==> src/rtl/i2c_rf_pkg.sv <==
package i2c_rf_pkg;

  typedef enum logic [2:0] {
    ST_IDLE,
    ST_ADDR,
    ST_RX,
    ST_ACK_OUT,
    ST_TX,
    ST_ACK_IN
  } eng_st_t;

  localparam logic [7:0] RD_FILL = 8'hFF;

  function automatic logic addr_hit(input logic [6:0] got, input logic [6:0] own);
    return got == own;
  endfunction

endpackage

==> src/rtl/i2c_rf_sync.sv <==
module i2c_rf_sync #(
  parameter int STAGES = 2
) (
  input  logic clk,
  input  logic rst_n,
  input  logic din,
  output logic q,
  output logic rise,
  output logic fall
);
  logic [STAGES-1:0] chain;
  logic              prev;

  always_ff @(posedge clk or negedge rst_n) begin
    if (!rst_n) begin
      chain <= '1;
      prev  <= 1'b1;
    end else begin
      chain <= {chain[STAGES-2:0], din};
      prev  <= chain[STAGES-1];
    end
  end

  assign q    = chain[STAGES-1];
  assign rise = q & ~prev;
  assign fall = ~q & prev;
endmodule

==> src/rtl/i2c_rf_ram.sv <==
module i2c_rf_ram #(
  parameter int DEPTH = 32,
  parameter int AW    = $clog2(DEPTH)
) (
  input  logic          clk,
  input  logic          rst_n,
  input  logic          b_we,
  input  logic [AW-1:0] b_waddr,
  input  logic [7:0]    b_wdata,
  input  logic [AW-1:0] b_raddr,
  output logic [7:0]    b_rdata,
  input  logic          c_we,
  input  logic [AW-1:0] c_addr,
  input  logic [7:0]    c_wdata,
  output logic [7:0]    c_rdata
);
  logic [7:0] mem [DEPTH];
  logic       clash;

  // same byte written by both sides in one cycle: the bus value is kept
  assign clash   = b_we && c_we && (b_waddr == c_addr);
  assign b_rdata = mem[b_raddr];

  always_ff @(posedge clk or negedge rst_n) begin
    if (!rst_n) begin
      for (int i = 0; i < DEPTH; i++) mem[i] <= 8'h00;
      c_rdata <= 8'h00;
    end else begin
      if (c_we && !clash) mem[c_addr] <= c_wdata;
      if (b_we) mem[b_waddr] <= b_wdata;
      c_rdata <= mem[c_addr];
    end
  end
endmodule

==> src/rtl/i2c_rf_engine.sv <==
module i2c_rf_engine
  import i2c_rf_pkg::*;
#(
  parameter int          DEPTH    = 32,
  parameter logic [6:0]  DEV_ADDR = 7'h2A,
  parameter int          AW       = $clog2(DEPTH),
  parameter int          PW       = AW + 1
) (
  input  logic          clk,
  input  logic          rst_n,
  input  logic          scl_rise,
  input  logic          scl_fall,
  input  logic          sda_s,
  input  logic          ev_start,
  input  logic          ev_stop,
  input  logic          irq_en,
  input  logic [7:0]    bus_rdata,
  output logic [AW-1:0] bus_raddr,
  output logic          bus_we,
  output logic [AW-1:0] bus_waddr,
  output logic [7:0]    bus_wdata,
  output logic          sda_low,
  output logic [PW-1:0] ptr,
  output logic          stop_irq,
  output logic          last_rd
);
  eng_st_t    st;
  logic [3:0] cnt;
  logic [7:0] sh, tx_sh, fetch, rx_byte;
  logic       first_data, rw_q, from_addr, ack_pend, m_ack, addressed;

  function automatic logic [PW-1:0] ptr_from_byte(input logic [7:0] b);
    return (32'(b) >= DEPTH) ? PW'(DEPTH) : PW'(b);
  endfunction

  function automatic logic [PW-1:0] ptr_step(input logic [PW-1:0] p);
    return (32'(p) >= DEPTH) ? p : p + PW'(1);
  endfunction

  function automatic logic ptr_ok(input logic [PW-1:0] p);
    return 32'(p) < DEPTH;
  endfunction

  assign bus_raddr = ptr[AW-1:0];
  assign fetch     = ptr_ok(ptr) ? bus_rdata : RD_FILL;
  assign rx_byte   = {sh[6:0], sda_s};

  always_ff @(posedge clk or negedge rst_n) begin
    if (!rst_n) begin
      st <= ST_IDLE; cnt <= '0; sh <= '0; tx_sh <= '0;
      first_data <= 1'b0; rw_q <= 1'b0; from_addr <= 1'b0;
      ack_pend <= 1'b0; m_ack <= 1'b0; addressed <= 1'b0;
      ptr <= '0; sda_low <= 1'b0; stop_irq <= 1'b0; last_rd <= 1'b0;
      bus_we <= 1'b0; bus_waddr <= '0; bus_wdata <= '0;
    end else begin
      bus_we   <= 1'b0;
      stop_irq <= 1'b0;
      if (ev_stop) begin
        if (addressed) begin
          stop_irq <= irq_en;
          last_rd  <= rw_q;
        end
        addressed <= 1'b0;
        sda_low   <= 1'b0;
        st        <= ST_IDLE;
      end else if (ev_start) begin
        addressed <= 1'b0;
        sda_low   <= 1'b0;
        cnt       <= '0;
        st        <= ST_ADDR;
      end else begin
        unique case (st)
          ST_ADDR, ST_RX: begin
            if (scl_rise) begin
              sh  <= rx_byte;
              cnt <= cnt + 4'd1;
              if (cnt == 4'd7) begin
                if (st == ST_ADDR) begin
                  rw_q     <= sda_s;
                  ack_pend <= addr_hit(sh[6:0], DEV_ADDR);
                end else if (first_data) begin
                  ptr        <= ptr_from_byte(rx_byte);
                  first_data <= 1'b0;
                  ack_pend   <= 1'b1;
                end else if (ptr_ok(ptr)) begin
                  bus_we    <= 1'b1;
                  bus_waddr <= ptr[AW-1:0];
                  bus_wdata <= rx_byte;
                  ptr       <= ptr_step(ptr);
                  ack_pend  <= 1'b1;
                end else begin
                  ack_pend <= 1'b0;
                end
              end
            end else if (scl_fall && cnt == 4'd8) begin
              if (st == ST_ADDR && !ack_pend) begin
                st <= ST_IDLE;
              end else begin
                sda_low   <= ack_pend;
                from_addr <= (st == ST_ADDR);
                if (st == ST_ADDR) begin
                  addressed  <= 1'b1;
                  first_data <= !rw_q;
                end
                st <= ST_ACK_OUT;
              end
            end
          end
          ST_ACK_OUT: begin
            if (scl_fall) begin
              cnt <= '0;
              if (from_addr && rw_q) begin
                tx_sh   <= fetch;
                sda_low <= ~fetch[7];
                ptr     <= ptr_step(ptr);
                st      <= ST_TX;
              end else begin
                sda_low <= 1'b0;
                st      <= ST_RX;
              end
            end
          end
          ST_TX: begin
            if (scl_rise) begin
              cnt <= cnt + 4'd1;
            end else if (scl_fall) begin
              if (cnt == 4'd8) begin
                sda_low <= 1'b0;
                st      <= ST_ACK_IN;
              end else begin
                tx_sh   <= {tx_sh[6:0], 1'b0};
                sda_low <= ~tx_sh[6];
              end
            end
          end
          ST_ACK_IN: begin
            if (scl_rise) begin
              m_ack <= ~sda_s;
            end else if (scl_fall) begin
              if (m_ack) begin
                cnt     <= '0;
                tx_sh   <= fetch;
                sda_low <= ~fetch[7];
                ptr     <= ptr_step(ptr);
                st      <= ST_TX;
              end else begin
                st <= ST_IDLE;
              end
            end
          end
          default: ;
        endcase
      end
    end
  end
endmodule

==> src/rtl/i2c_rf_slave.sv <==
module i2c_rf_slave #(
  parameter int         DEPTH       = 32,
  parameter logic [6:0] DEV_ADDR    = 7'h2A,
  parameter int         SYNC_STAGES = 2
) (
  input  logic                     clk,
  input  logic                     rst_n,
  input  logic                     scl_in,
  input  logic                     sda_in,
  output logic                     sda_pull,
  input  logic [$clog2(DEPTH)-1:0] cpu_addr,
  input  logic                     cpu_we,
  input  logic [7:0]               cpu_wdata,
  output logic [7:0]               cpu_rdata,
  input  logic                     irq_en,
  output logic                     stop_irq,
  output logic                     last_rd
);
  localparam int AW = $clog2(DEPTH);
  localparam int PW = AW + 1;

  logic          scl_s, scl_rise, scl_fall;
  logic          sda_s, sda_rise, sda_fall;
  logic          ev_start, ev_stop;
  logic          bus_we;
  logic [AW-1:0] bus_waddr, bus_raddr;
  logic [7:0]    bus_wdata, bus_rdata;
  logic [PW-1:0] ptr;

  i2c_rf_sync #(.STAGES(SYNC_STAGES)) u_scl (
    .clk(clk), .rst_n(rst_n), .din(scl_in),
    .q(scl_s), .rise(scl_rise), .fall(scl_fall));

  i2c_rf_sync #(.STAGES(SYNC_STAGES)) u_sda (
    .clk(clk), .rst_n(rst_n), .din(sda_in),
    .q(sda_s), .rise(sda_rise), .fall(sda_fall));

  assign ev_start = sda_fall & scl_s;
  assign ev_stop  = sda_rise & scl_s;

  i2c_rf_engine #(.DEPTH(DEPTH), .DEV_ADDR(DEV_ADDR), .AW(AW), .PW(PW)) u_eng (
    .clk(clk), .rst_n(rst_n),
    .scl_rise(scl_rise), .scl_fall(scl_fall), .sda_s(sda_s),
    .ev_start(ev_start), .ev_stop(ev_stop), .irq_en(irq_en),
    .bus_rdata(bus_rdata), .bus_raddr(bus_raddr),
    .bus_we(bus_we), .bus_waddr(bus_waddr), .bus_wdata(bus_wdata),
    .sda_low(sda_pull), .ptr(ptr),
    .stop_irq(stop_irq), .last_rd(last_rd));

  i2c_rf_ram #(.DEPTH(DEPTH), .AW(AW)) u_ram (
    .clk(clk), .rst_n(rst_n),
    .b_we(bus_we), .b_waddr(bus_waddr), .b_wdata(bus_wdata),
    .b_raddr(bus_raddr), .b_rdata(bus_rdata),
    .c_we(cpu_we), .c_addr(cpu_addr), .c_wdata(cpu_wdata), .c_rdata(cpu_rdata));
endmodule

==> config.mk <==
export PLATFORM = sky130hd
export DESIGN_NAME = i2c_rf_slave
export DESIGN_NICKNAME = d
export VERILOG_FILES = /design/src/rtl/i2c_rf_pkg.sv /design/src/rtl/i2c_rf_sync.sv /design/src/rtl/i2c_rf_ram.sv /design/src/rtl/i2c_rf_engine.sv /design/src/rtl/i2c_rf_slave.sv
export SDC_FILE = /design/constraint.sdc
export NUM_CORES = 1
export LEC_CHECK = 0
export CORE_MARGIN = 8
export CORE_UTILIZATION = 60
export CTS_CLUSTER_SIZE = 14
export DETAILED_ROUTE_END_ITERATION = 6
export DONT_BUFFER_PORTS = 1
export PLACE_DENSITY_LB_ADDON = 0.1
export SYNTH_ARGS = -nofsm -noshare
export SYNTH_HDL_FRONTEND = slang
export SYNTH_HIERARCHICAL = 1
export SYNTH_SLANG_ARGS = --single-unit
==> constraint.sdc <==
create_clock -name clk -period 6.65 [get_ports clk]
set_clock_uncertainty 0.2 [all_clocks]
set_input_delay 0.665 -clock clk [delete_from_list [all_inputs] [get_ports clk]]
set_output_delay 0.665 -clock clk [all_outputs]
set_load 0.005 [all_outputs]
Yosys cells after proc, flatten, opt, wreduce, memory -nomap -nowiden. Cells that the tools add are included.

Reductions and logical operators: 36. Magnitude comparators: 8. Add/subtract/negate cells: 2. Muxes and demuxes: 97. Bitwise logic cells: 21. Equal/unequal tests: 41.

Operator list (count): 256-bit bitwise mux (2); 256-bit two-way mux (2); 8-bit binary-select mux with 5-bit select (2); 8-bit demux with 5-bit select (2); 6-bit two-way mux (12); 7-bit two-way mux (8); 8-bit two-way mux (7); 1-bit two-way mux (38); 3-bit two-way mux (12); 6-bit >= comparator (second input constant) (4); 4-bit two-way mux (6); 4-bit by 3-bit != test with 1-bit output (second input constant) (6); 7-bit case mux with 3 select lines (1); 5-bit NOT with 6-bit output (3); 6-bit case mux with 3 select lines (1); 4-bit != test (second input constant) (4); 8-bit AND reduction (2); 3-bit nonzero test (5); 2-bit by 1-bit != test with 1-bit output (second input constant) (7); 2-bit != test (second input constant) (7); 6-bit by 1-bit less-than comparator with 1-bit output (second input constant) (2); 1-bit NOT (12); 3-bit case mux with 4 select lines (1); 4-bit case mux with 3 select lines (1); 33 further kinds (58).

Output and inout bits: 11. Input port bits: 19. Flip-flop bits (word level): 320. Word-level logic and storage cells: 259.

Logic depth before layout (Yosys ltp).
Depth in word-level cells: 12. Gate-level depth with buffers: 9. Depth with buffers taken out: 7.

Cells and area by module. The synthesis kept the hierarchy.

By module, submodules not included: i2c_rf_ram (area an instance 16649.7 µm², cells each 1486, instances 1, seq. area each 6606.3 µm²); i2c_rf_engine (area an instance 2752.6 µm², cells each 267, instances 1, seq. area each 1251.2 µm²); i2c_rf_sync (area an instance 93.8 µm², cells each 5, instances 2, seq. area each 78.8 µm²); i2c_rf_slave (area an instance 12.5 µm², cells each 2, instances 1, seq. area each 0.0 µm²).

Worst setup path after synthesis. No wires, ideal clock.

Path kind: register to register. From: reg u_sda.chain[1]. To: reg u_eng.bus_waddr[2]. Library setup time: 0.125 ns. Path slack: 3.561 ns. Clock period less this slack: 3.089 ns. Data required time: 6.325 ns. Arrival: 2.764 ns. Stages on the path, launching flop included: 10. Buffers on the path: 2. Cells stage by stage: dfstp_2 -> and2b_2 -> and2_1 -> or2_4 -> or3_1 -> buf_6 -> or2_4 -> nor4_4 -> buf_8 -> mux2_4.

Word-level cells in the longest chain between the ends: 5. Elaborated cells on any way between the ends: 8. Classes of those cells: bitwise: 7; reduce/logical: 1.

RTL lines: from (decl) (RTL line i2c_rf_sync.sv:11) `logic [STAGES-1:0] chain;`; from (signal assigned) (RTL line i2c_rf_sync.sv:19) `chain <= {chain[STAGES-2:0], din};`; 1-bit NOT (RTL line i2c_rf_sync.sv:26) `assign fall = ~q & prev;`; 1-bit bitwise AND (RTL line i2c_rf_sync.sv:26); named net sda_fall (RTL line i2c_rf_slave.sv:23) `logic sda_s, sda_rise, sda_fall;`; 1-bit bitwise AND (RTL line i2c_rf_slave.sv:38) `assign ev_start = sda_fall & scl_s;`; named net ev_start (RTL line i2c_rf_slave.sv:24) `logic ev_start, ev_stop;`; 1-bit NOT (no source line); 8-bit AND reduction (no source line); to (signal assigned) (RTL line i2c_rf_engine.sv:87) `bus_waddr <= ptr[AW-1:0];`; to (decl) (RTL line i2c_rf_engine.sv:20) `output logic [AW-1:0] bus_waddr,`.

The timed path passes the listed nets, and every way through them passes these cells. A chain may end at the register's enable or synchronous reset.

Worst setup path in the final report.
From: reg u_eng.ptr[1]. To: reg u_eng.sda_low.

Word-level cells in the longest chain between the ends: 12. Elaborated cells on any way between the ends: 15. Classes of those cells: order compare: 1; mux: 12; bitwise: 2.

RTL lines: from (decl) (RTL line i2c_rf_engine.sv:23) `output logic [PW-1:0] ptr,`; from (signal assigned) (RTL line i2c_rf_engine.sv:82) `ptr <= ptr_from_byte(rx_byte);`; from (signal assigned) (RTL line i2c_rf_engine.sv:89) `ptr <= ptr_step(ptr);`; from (signal assigned) (RTL line i2c_rf_engine.sv:115) `ptr <= ptr_step(ptr);`; 5-bit NOT with 6-bit output (implied by the code) (*) (RTL line i2c_rf_ram.sv:22) `assign b_rdata = mem[b_raddr];`; 8-bit binary-select mux with 5-bit select (*) (RTL line i2c_rf_ram.sv:22); 8-bit two-way mux (implied by the code) (*) (2 in series) (RTL line i2c_rf_ram.sv:22); named net bus_rdata[7] (RTL line i2c_rf_slave.sv:27) `logic [7:0] bus_wdata, bus_rdata;`; 8-bit two-way mux (*) (RTL line i2c_rf_engine.sv:45) `assign fetch = ptr_ok(ptr) ? bus_rdata : RD_FILL;`; 1-bit NOT (*) (RTL line i2c_rf_engine.sv:114, i2c_rf_engine.sv:143); 1-bit two-way mux (RTL line i2c_rf_engine.sv:140) `if (m_ack) begin`; 1-bit two-way mux (RTL line i2c_rf_engine.sv:139) `end else if (scl_fall) begin`; 1-bit two-way mux (RTL line i2c_rf_engine.sv:137) `if (scl_rise) begin`; 1-bit case mux with 4 select lines (*) (RTL line i2c_rf_engine.sv:72) `unique case (st)`; 1-bit two-way mux (*) (RTL line i2c_rf_engine.sv:66) `end else if (ev_start) begin`; 1-bit two-way mux (*) (RTL line i2c_rf_engine.sv:58) `if (ev_stop) begin`; to (signal assigned) (RTL line i2c_rf_engine.sv:99) `sda_low <= ack_pend;`; to (signal assigned) (RTL line i2c_rf_engine.sv:132) `sda_low <= ~tx_sh[6];`; to (signal assigned) (RTL line i2c_rf_engine.sv:143) `sda_low <= ~fetch[7];`; to (decl) (RTL line i2c_rf_engine.sv:22) `output logic sda_low,`.

The timed path passes the listed nets; every way through them passes the cells marked *. The select of a mux whose other input is x is not followed.

==> results.md <==
- The number of clock sinks seen by CTS is 320.
- Setup violations remaining at the end of the flow were counted as 0.
- The number of DRC violations after detailed-routing iteration 0 is 1918.
- Tracing the worst setup path back leads to its startpoint at u_eng/ptr[1]$_DFFE_PN0P_.
- The worst setup path is captured at a flop.
- In this run the remaining antenna-violating nets after routing total 0.
- The total negative slack is 0 ns.
- After detailed routing, the number of remaining DRC violations is 0.
- Row generation in the floorplan step produced 66 rows.
- The critical path data required time is 6.93 ns.
- The launching point of the worst reg2reg path is u_eng/ptr[1]$_DFFE_PN0P_.
- The number of buffers created by CTS is 37.
- The root buffer cell chosen for the clock tree is sky130_fd_sc_hd__clkbuf_16.
- The net count of the mapped netlist is approximately 1800.
- The highest metal layer with signal wires is met4.
- For this run, the slowest stage of the critical path takes 0.83 ns.
- The via count of the first global-routing pass is 13828.
- Dividing the detail-routed via count by the number of cells gives between 6 and 7.
- The post-CTS setup-driven buffer insertion count is 0.
- IR analysis of the VDD net gives a maximum drop of 0.205 mV.
- Cells with a size suffix above 1 make up 18.9% of the layout.
- 30 I/O pins were placed.
- The tool flagged a number of max-cap violations equal to 0.
- The share of total power in combinational logic is 16.1%.
- In the synthesized netlist, the number of instances is 1760.
- The wire length on met1 is 23.7 mm.
- The post-detailed-placement half-perimeter wirelength is 39.2 mm.
- Together, buffers and inverters on the worst path number 1.
- Across all hold checks on the routed design, the worst slack comes to -0.373 ns.
- The cell repeated most along the worst path is sky130_fd_sc_hd__mux4_2.
- The power density over the cells is 277 mW/mm2.
- For this run, the detailed router's first-pass iteration total came to 6.
- The number of antenna violations at the first check in global routing is 0.
- After layout, the worst setup slack is 2.76 ns.
- The count of buffers added on input and output ports is 0.
- Registers are responsible for 45.5% of the overall power.
- The floorplan step set the die width to roughly 200 um.
- The relative slew slack is 19.4%.
- The initial standard-cell utilization of the core is about three fifths.
- STA puts the critical path data arrival time at 4.17 ns.
- The standard cell area after detailed placement is a little under 0.02 mm2.
- The run finished, with violations left.
- The floorplan step defined a die boundary enclosing 0.0386 mm2.
- The routed design has 58.2 mm of wire.
- In the final routed layout, each cell accounts on average for 27.2 um.
- The placer congestion estimate is 0.937.
- The synthesis-to-finish area growth is 7.19%.
- The wire length of the first global-routing pass is 88.9 mm.
- Net switching is 27.4% of the power.
- The total count of hold-check failures in the final report is 314.
- The actual slew at the worst max-slew pin is 1.21 ns.
- Entering global routing, the biggest net connects roughly 320 pins.
- The class of the most critical setup path is reg -> reg.
- OpenSTA, run right after detailed placement, puts the worst setup slack at 2.73 ns.
- After routing the design area is 0.0210 mm2.
- The slowest cell on the critical path is sky130_fd_sc_hd__dfrtp_4.
- The number of inserted diodes is 0.
- The critical path goes through buf_4 > mux4_2 > mux4_2 > mux2_2 > nor2_1 > a311oi_1 > o22a_1 > a21oi_1.
- In this run the worst path has a maximum fanout of 37.
- Internal power comes to about 4.2 mW.
- The combined global-route utilization of all metal layers is 30.2%.
- The share of the clock period used by the worst path after layout is 58.5%.
- Once the clock tree was built, the resizer swapped 0 gates to a different size.
- The post-layout minimum cycle time is 3.89 ns.
- The top cell family by delay on the critical path is multiplexers.
- The number of nets in the layout is 1691.
- In this run, post-CTS hold repair placed 2 buffers.
- The detailed-routed wire length on met2 is about 25 mm.
- The height of the chip is 197 um.
- The clock latency on the worst-skew pair is 0.56 ns.
- The worst setup path is launched from a flop.
- The top cell types in the final layout, fill and taps aside, are 310 x sky130_fd_sc_hd__dfrtp_1, 284 x sky130_fd_sc_hd__nor2_1, 251 x sky130_fd_sc_hd__a21oi_1.
- The most common library cell in the layout ignoring fill and taps is sky130_fd_sc_hd__dfrtp_1.
- The H-tree was split into 2 levels.
- Yosys printed 6 warnings.
- TritonCTS built the clock tree.
- Clock-pin slew was measured on the worst setup and hold paths at roughly 0.06 ns.
- The routed design uses 6.84 mm of met3 wire.
- The leakage power of the design is 9.82 nW.
- Setup repair after global routing left no endpoint under its margin.
- The switching power summed over all nets is 1.59 mW.
- After global routing the overflow that remains totals 0.
- The overall via count from detail_route is 14682.
- The completed layout was analyzed and its total power is 5.81 mW.
- The final reports fail on negative hold slack.
- The max-slew violation total from the final report is 0.
- The worst hold-check path type is in -> async.
- The clock tree buffer depth is 3.
- The average size of a mapped cell is roughly 11 um2.
- Static timing analysis puts the maximum clock frequency at 0.257 GHz.
- The relative contribution of the clock network to total power is 38.4%.
- The placeable core region is ~0.032 mm2.
- In this run the cell area of the synthesized design comes to 0.0196 mm2.
## registers in the layout, summed over array words and instances, names as in the netlist, 2 cells and up
| name | cells |
|---|---|
| u_eng/bus_waddr | 5 |
| u_eng/bus_wdata | 8 |
| u_eng/cnt | 4 |
| u_eng/ptr | 6 |
| u_eng/sh | 7 |
| u_eng/st | 3 |
| u_eng/tx_sh | 7 |
| u_ram/c_rdata | 8 |
| u_ram/mem | 256 |
| u_scl/chain | 2 |
| u_sda/chain | 2 |
## area by class of cell
class                      instances  area (um2)
timing repair buffer              20         155
clock inverter                    19         280
tap                              442         553
fill                            2476       11300
sequential                       320        8020
clock buffer                      46        1040
inverter                           9        33.8
multi-input combinational       1280       10900
## stage by stage
step                      util [%]  instances
after floorplan                  -       1760
after global placement        60.8       2069
after detailed placement      60.8       2069
after CTS                     65.0       2136
after global routing          65.0       2136
final                         65.0       2136
## power groups by stage
stage	Clock [mW]	Combinational, mW	Sequential (mW)
global route	2.33	1.00	2.68
finish	2.23	0.934	2.65
floorplan	0	0.780	2.49
global placement	0	0.887	2.63
CTS	2.27	0.917	2.62
detailed placement	0	0.912	2.65
## per-layer routing
metal  track usage, %  vias up
li1                 -     6322
met1             43.5     7388
met2             43.2      879
met3             8.03       93
met4             11.7        0
met5                0        -
## path summary, 6_finish.rpt
| check | to | slack [ns] | cells after the start |
|---|---|---|---|
| min in group clk | u_ram/mem[226]$_DFF_PN0_ | 0.07 | 2 |
| hold reg to reg | u_scl/chain[1]$_DFF_PN1_ | 0.16 | 0 |
| setup reg to reg | u_eng/sda_low$_DFFE_PN0P_ | 2.76 | 8 |
| max in group asynchronous | u_ram/mem[135]$_DFF_PN0_ | 5.65 | 0 |
| hold / removal | u_ram/mem[178]$_DFF_PN0_ | -0.37 | 0 |
| setup / recovery | u_eng/sda_low$_DFFE_PN0P_ | 2.76 | 8 |
Power figures use the tool's default switching activity.
